### src/rtl/dbg_ack_pkg.sv
package dbg_ack_pkg;

  typedef enum logic [1:0] {
    PH_IDLE = 2'd0,
    PH_LOW  = 2'd1,
    PH_HIGH = 2'd2
  } ack_phase_e;

  // Width of a down-counter that must hold values up to n-1.
  function automatic int unsigned cnt_width(input int unsigned n);
    return (n <= 2) ? 1 : $clog2(n);
  endfunction

  // Total cycles an acknowledge occupies the pin.
  function automatic int unsigned ack_span(input int unsigned low_cyc,
                                           input int unsigned high_cyc);
    return low_cyc + high_cyc;
  endfunction

endpackage

### src/rtl/dbg_ack_enable.sv
module dbg_ack_enable (
  input  logic clk_i,
  input  logic rst_ni,
  input  logic on_i,
  input  logic off_i,
  output logic en_o
);

  logic en_q;

  // The on strobe wins if both strobes arrive in the same cycle.
  always_ff @(posedge clk_i) begin
    if (!rst_ni)     en_q <= 1'b0;
    else if (on_i)   en_q <= 1'b1;
    else if (off_i)  en_q <= 1'b0;
  end

  assign en_o = en_q;

endmodule

### src/rtl/dbg_ack_trigger.sv
module dbg_ack_trigger (
  input  logic clk_i,
  input  logic rst_ni,
  input  logic en_i,
  input  logic on_i,
  input  logic read_i,
  input  logic write_i,
  input  logic cpu_i,
  input  logic bus_done_i,
  input  logic rx_done_i,
  output logic rd_fire_o,
  output logic wr_fire_o,
  output logic fire_o
);

  logic rd_pend_q;
  logic wr_act_q, wr_rx_q, wr_bus_q;
  logic rd_arm, wr_arm, rx_seen, bus_seen;

  // Read: outstanding from its strobe until the bus reports completion.
  assign rd_arm    = rd_pend_q | read_i;
  assign rd_fire_o = rd_arm & bus_done_i;

  // Write: needs both the serial data and the bus completion, in any order.
  assign wr_arm    = wr_act_q | write_i;
  assign rx_seen   = wr_arm & (wr_rx_q  | rx_done_i);
  assign bus_seen  = wr_arm & (wr_bus_q | bus_done_i);
  assign wr_fire_o = rx_seen & bus_seen;

  // The on command answers itself; every other completion is gated by the flag.
  assign fire_o = on_i | (en_i & (rd_fire_o | wr_fire_o | cpu_i));

  always_ff @(posedge clk_i) begin
    if (!rst_ni) begin
      rd_pend_q <= 1'b0;
      wr_act_q  <= 1'b0;
      wr_rx_q   <= 1'b0;
      wr_bus_q  <= 1'b0;
    end else begin
      rd_pend_q <= rd_arm & ~bus_done_i;
      if (wr_fire_o) begin
        wr_act_q <= 1'b0;
        wr_rx_q  <= 1'b0;
        wr_bus_q <= 1'b0;
      end else begin
        wr_act_q <= wr_arm;
        wr_rx_q  <= rx_seen;
        wr_bus_q <= bus_seen;
      end
    end
  end

endmodule

### src/rtl/dbg_ack_pulse.sv
module dbg_ack_pulse
  import dbg_ack_pkg::*;
#(
  parameter int unsigned LOW_CYC  = 16,
  parameter int unsigned HIGH_CYC = 1
) (
  input  logic clk_i,
  input  logic rst_ni,
  input  logic fire_i,
  output logic busy_o,
  output logic drive_low_o,
  output logic drive_high_o
);

  localparam int unsigned MAXC = (LOW_CYC > HIGH_CYC) ? LOW_CYC : HIGH_CYC;
  localparam int unsigned CW   = cnt_width(MAXC);
  localparam logic [CW-1:0] LOW_LAST  = CW'(LOW_CYC - 1);
  localparam logic [CW-1:0] HIGH_LAST = CW'(HIGH_CYC - 1);

  ack_phase_e    ph_q, ph_d;
  logic [CW-1:0] cnt_q, cnt_d;
  logic          cnt_zero;

  assign cnt_zero = (cnt_q == '0);

  always_comb begin
    ph_d  = ph_q;
    cnt_d = cnt_q;
    unique case (ph_q)
      PH_IDLE: if (fire_i) begin
        ph_d  = PH_LOW;
        cnt_d = LOW_LAST;
      end
      PH_LOW: if (cnt_zero) begin
        ph_d  = PH_HIGH;
        cnt_d = HIGH_LAST;
      end else begin
        cnt_d = cnt_q - 1'b1;
      end
      PH_HIGH: if (cnt_zero) begin
        ph_d  = PH_IDLE;
      end else begin
        cnt_d = cnt_q - 1'b1;
      end
      default: ph_d = PH_IDLE;
    endcase
  end

  always_ff @(posedge clk_i) begin
    if (!rst_ni) begin
      ph_q  <= PH_IDLE;
      cnt_q <= '0;
    end else begin
      ph_q  <= ph_d;
      cnt_q <= cnt_d;
    end
  end

  assign busy_o       = (ph_q != PH_IDLE);
  assign drive_low_o  = (ph_q == PH_LOW);
  assign drive_high_o = (ph_q == PH_HIGH);

endmodule

### src/rtl/dbg_ack_ctrl.sv
module dbg_ack_ctrl #(
  parameter int unsigned ACK_LOW_CYC  = 16,
  parameter int unsigned ACK_HIGH_CYC = 1
) (
  input  logic clk_i,
  input  logic rst_ni,
  input  logic cmd_ack_on_i,
  input  logic cmd_ack_off_i,
  input  logic cmd_read_i,
  input  logic cmd_write_i,
  input  logic cmd_cpu_i,
  input  logic bus_done_i,
  input  logic ser_rx_done_i,
  output logic pin_drive_low_o,
  output logic pin_drive_high_o
);

  logic ack_en_w;
  logic ack_fire_w;
  logic ack_busy_w;
  logic rd_fire_w;
  logic wr_fire_w;

  dbg_ack_enable u_enable (
    .clk_i  (clk_i),
    .rst_ni (rst_ni),
    .on_i   (cmd_ack_on_i),
    .off_i  (cmd_ack_off_i),
    .en_o   (ack_en_w)
  );

  dbg_ack_trigger u_trigger (
    .clk_i      (clk_i),
    .rst_ni     (rst_ni),
    .en_i       (ack_en_w),
    .on_i       (cmd_ack_on_i),
    .read_i     (cmd_read_i),
    .write_i    (cmd_write_i),
    .cpu_i      (cmd_cpu_i),
    .bus_done_i (bus_done_i),
    .rx_done_i  (ser_rx_done_i),
    .rd_fire_o  (rd_fire_w),
    .wr_fire_o  (wr_fire_w),
    .fire_o     (ack_fire_w)
  );

  dbg_ack_pulse #(
    .LOW_CYC  (ACK_LOW_CYC),
    .HIGH_CYC (ACK_HIGH_CYC)
  ) u_pulse (
    .clk_i        (clk_i),
    .rst_ni       (rst_ni),
    .fire_i       (ack_fire_w),
    .busy_o       (ack_busy_w),
    .drive_low_o  (pin_drive_low_o),
    .drive_high_o (pin_drive_high_o)
  );

endmodule

### config.mk
export PLATFORM = sky130hd
export DESIGN_NAME = dbg_ack_ctrl
export DESIGN_NICKNAME = d
export VERILOG_FILES = /design/src/rtl/dbg_ack_pkg.sv /design/src/rtl/dbg_ack_enable.sv /design/src/rtl/dbg_ack_trigger.sv /design/src/rtl/dbg_ack_pulse.sv /design/src/rtl/dbg_ack_ctrl.sv
export SDC_FILE = /design/constraint.sdc
export NUM_CORES = 1
export LEC_CHECK = 0
export CAP_MARGIN = 20
export CORE_UTILIZATION = 30
export DETAILED_ROUTE_END_ITERATION = 10
export GPL_TIMING_DRIVEN = 0
export PLACE_DENSITY = 0.56
export REMOVE_ABC_BUFFERS = 1
export SETUP_SLACK_MARGIN = 0.4
export SYNTH_ARGS = -nofsm -noshare
export SYNTH_HDL_FRONTEND = slang
export SYNTH_HIERARCHICAL = 1
export SYNTH_SLANG_ARGS = --single-unit
### constraint.sdc
create_clock -name clk_i -period 2.5 [get_ports clk_i]
set_input_delay 0.625 -clock clk_i [delete_from_list [all_inputs] [get_ports clk_i]]
set_output_delay 0.625 -clock clk_i [all_outputs]
set_load 0.01 [all_outputs]
==> results.md <==
Global routing:
- The global-route wire length before repair is 1770 um.
- The overall global routing resource usage is 0.118.
- The number of antenna violations at the first check in global routing is 0.
- The via count of the first global-routing pass is 424.
- The total congestion overflow is 0.
- Entering global routing, the biggest net connects 13 pins.

Layout:
- The repair_antennas step left the layout with diodes totalling 0.
- In the final design database the tool counted 98 nets.
- With fillers left out, the area of the finished cells amounts to 840 um2.
- Fill cells in the final layout number 206.
- In the final layout, the share of cells above drive strength 1 is 0.280.
- The area growth from synthesis to layout is 36.7%.

Synthesis:
- Ranked by total cell area, the synthesized netlist is headed by dfxtp_1 36%, ha_1 12%, o221a_1 5.5%, nor2_1 4.9%, a221oi_4 4.3%.
- The proportion of synthesized chip area in sequential cells is 0.358.
- The share of synthesized area in the top cell type comes to 0.358.
- Synthesis inferred 11 register bits.
- In this run, synthesis inferred 0 flip-flops with an integrated enable.
- The post-synth design cell area is 614 um2.
- The combinational family with the most area after synthesis is compound AO/OA/AOI/OAI gates.
- The compound-cell area share of the yosys netlist came to 0.251.
- The simple-gate portion of the synthesized area is 0.212.
- The portion of synthesized area spent on multiplexers is 0.
- In the synthesized netlist the async set-or-reset flop fraction comes to 0.
- In this run the mean area of a mapped cell was 9.31 um2.
- After synthesis, the netlist uses 30 different library cells.
- The adder-cell area share of the yosys netlist is 0.122.
- Synthesis produced a netlist whose cell count is 66.
- Of the total synthesized cell area, the portion taken by XOR and XNOR cells is 0.0143.
- The Yosys step of the flow raised 6 warnings.
- Summed over all instances, the cell type with the most area after synthesis is dfxtp_1.
- The most used flip-flop cell after synthesis is dfxtp_1.

CTS:
- The clock tree from TritonCTS is built.
- The number of hold buffers added after CTS was 0.
- In this run the number of H-tree levels came out at 1.
- The number of buffers created by CTS is 3.
- After clock tree synthesis, the clock-pin slew on the worst setup and hold paths is 0.07 ns.
- The tree is rooted in a clkbuf_4.
- The clock reaches the later pin of the worst-skew pair after 0.26 ns.
- The largest buffer count on any clock path is 2.
- For this design, the sink count on the clock tree is 11.

STA:
- Static timing analysis puts the maximum clock frequency at 481 MHz.
- The max-slew violation total from the final report is 0.
- The number of hold violations in the final report came to 0.
- The worst relative slew slack is 0.705.
- Setup repair after global routing left no endpoint under its margin.
- The slew at the pin closest to its max-slew limit is 0.441 ns.
- Setup violations remaining at the end of the flow were counted as 0.
- The hold slack is 0.447 ns.
- The setup TNS is 0 ns.
- The clock skew after layout is 0.00581 ns.
- The clock period minus worst slack is 2.08 ns.
- The minimum setup slack in the final design is 0.421 ns.
- The fraction of the cycle the final worst path needs is 0.832.

Power and ir drop:
- The net switching component of the power is 0.304 mW.
- Of the total power, registers draw 0.342.
- Of the total power, the share spent switching nets is 0.378.
- The total power is 0.806 mW.
- Power spread over the standard cell area amounts to 959 nW/um2.
- The combinational cell fraction of total power is 0.512.
- The leakage power of the design is 0.342 nW.
- The share of total power dissipated in the clock network is 0.146.
- The worst voltage drop across the vdd grid is 0.504 mV.
- The internal power component is 0.501 mW.

Die:
- The width of the die is 47.3 um.
- The starting density of the core is 0.316.
- The initialized floorplan defines 16 standard-cell rows.
- During I/O placement, the number of pins put on the boundary was 11.
- The floorplan step defined a die boundary enclosing 2230 um2.
- From bottom edge to top edge, the die measures 47.3 um.
- The total area inside the core boundary comes to 1940 um2.

Route:
- The count of nets left with antenna violations once routing finished came out at 0.
- In the final routed layout, each cell accounts on average for 10.7 um.
- In this run, the number of DRC markers left after iteration 0 of detailed routing was 3.
- Before antenna repair, the detailed router went through 3 iterations.
- The aggregate routed wire length is 1170 um.
- The routed layout has 511 vias.
- The number of remaining DRC errors is 0.
- The via density per instance is 4.69.

Flow run:
- The max-capacitance violation count is 0.

Place:
- During placement, the flow inserted port buffers numbering 10.
- The global placement routability congestion is 0.737.
- The cell area after placement is 744 um2.
- The final HPWL from detailed placement is 824 um.
- OpenSTA, run right after detailed placement, puts the worst setup slack at -0.135 ns.

Setup path:
- In this design, the stage delay of the slowest critical-path cell is 0.42 ns.
- The sort of element at the end of the critical path is a flip-flop.
- The element type at the critical path start is an input port.
- The cell with the largest stage delay on the worst path is clkdlybuf4s50_1.
- In this run the worst path has a maximum fanout of 4.
- For the worst setup path, the data required time is 2.66 ns.
- The kind of critical path is input port to flip-flop.
- The worst setup slack for register-to-register paths is 0.78 ns.
- Traced cell by cell, the critical path runs through clkdlybuf4s50_1, o21a_2, o32a_1, inv_2, a221oi_4, buf_6, and3_4, a31o_1.
- The arrival time at the worst endpoint is 2.24 ns.

Run status:
- The run finished with clean final reports.

Worst hold path:
- The type of the tightest min-delay check is flip-flop to flip-flop.
[repair_timing]
item / in CTS / in global routing
pin swaps: 3 / 5
buffers inserted: 2 / 1
setup endpoints to repair: 6 / 5
gates resized for setup: 15 / 7
[kinds of logic after synthesis]
family	after synthesis
flip-flops	11
adder cells (fa/ha/maj)	6
AND/OR/NAND/NOR	23
XOR/XNOR	1
AO/OA/AOI/OAI	18
buffers and inverters	7
[per-stage QoR]
| stage | instances | util |
|---|---|---|
| finish | 109 | 0.432 |
| floorplan | 65 | - |
| CTS | 108 | 0.419 |
| global placement | 102 | 0.383 |
| detailed placement | 102 | 0.383 |
| global route | 109 | 0.432 |
[power by group through the flow]
stage	Clock [mW]	Sequential (mW)	Combinational [mW]
after floorplan	0	0.260	0.264
after global placement	0	0.269	0.343
after detailed placement	0	0.269	0.346
after CTS	0.126	0.272	0.392
after global routing	0.134	0.287	0.455
final	0.117	0.275	0.413
[synthesized netlist by cell type (2+ instances only)]
master   instances
o221a_1          3
ha_1             6
inv_1            6
nand3_1          2
o21ai_0          5
dfxtp_1         11
nor2_1           8
nand2_1          3
[critical path, delay by kind of cell]
| family | cells | cell delay (ns) |
|---|---|---|
| compound gates | 4 | 0.82 |
| buf+inv | 3 | 0.65 |
| simple gates | 1 | 0.15 |
[layout by cell type, fill, tap and decap left out, types with 3 or more instances in the layout]
cell	n
inv_1	3
ha_1	4
dlygate4sd2_1	5
inv_2	3
nor2_1	7
dfxtp_1	9
clkbuf_4	3
clkdlybuf4s50_1	4
o21ai_0	4
o221a_1	3
[per-layer routing]
| metal | vias to the layer above | global-route usage | share of wire |
|---|---|---|---|
| met1 | 231 | 0.135 | 0.43 |
| met2 | 9 | 0.195 | 0.51 |
| met5 | - | 0 | 0 |
| li1 | 269 | - | - |
| met4 | 0 | 0.0343 | 0.0077 |
| met3 | 2 | 0.0577 | 0.050 |
[final cells by class]
class                           count  area (um2)  area share
Timing Repair Buffer               13         123       0.146
Sequential cell                    11         223       0.265
Inverter                            6        22.5      0.0268
Clock buffer                        4        26.3      0.0313
Tap cell                           27        33.8      0.0402
Multi-Input combinational cell     48         412       0.490
[worst paths after layout]
| path | from | endpoint | cells after the start |
|---|---|---|---|
| min reg2reg | u_trigger/wr_bus_q | u_trigger/wr_rx_q | 1 |
| max reg2reg | u_trigger/wr_rx_q | u_pulse/cnt_q[2] | 8 |
| min | u_trigger/wr_bus_q | u_trigger/wr_rx_q | 1 |
| max | cmd_write_i | u_pulse/cnt_q[2] | 8 |
[registers in the layout (all words and copies together) (netlist names)]
name and flops:
u_trigger/rd_pend_q 1, u_trigger/wr_bus_q 1, u_pulse/cnt_q 4, u_trigger/wr_act_q 1, u_enable/en_o 1, u_trigger/wr_rx_q 1, u_pulse/ph_q 2
(Power assumes the default switching activity.)
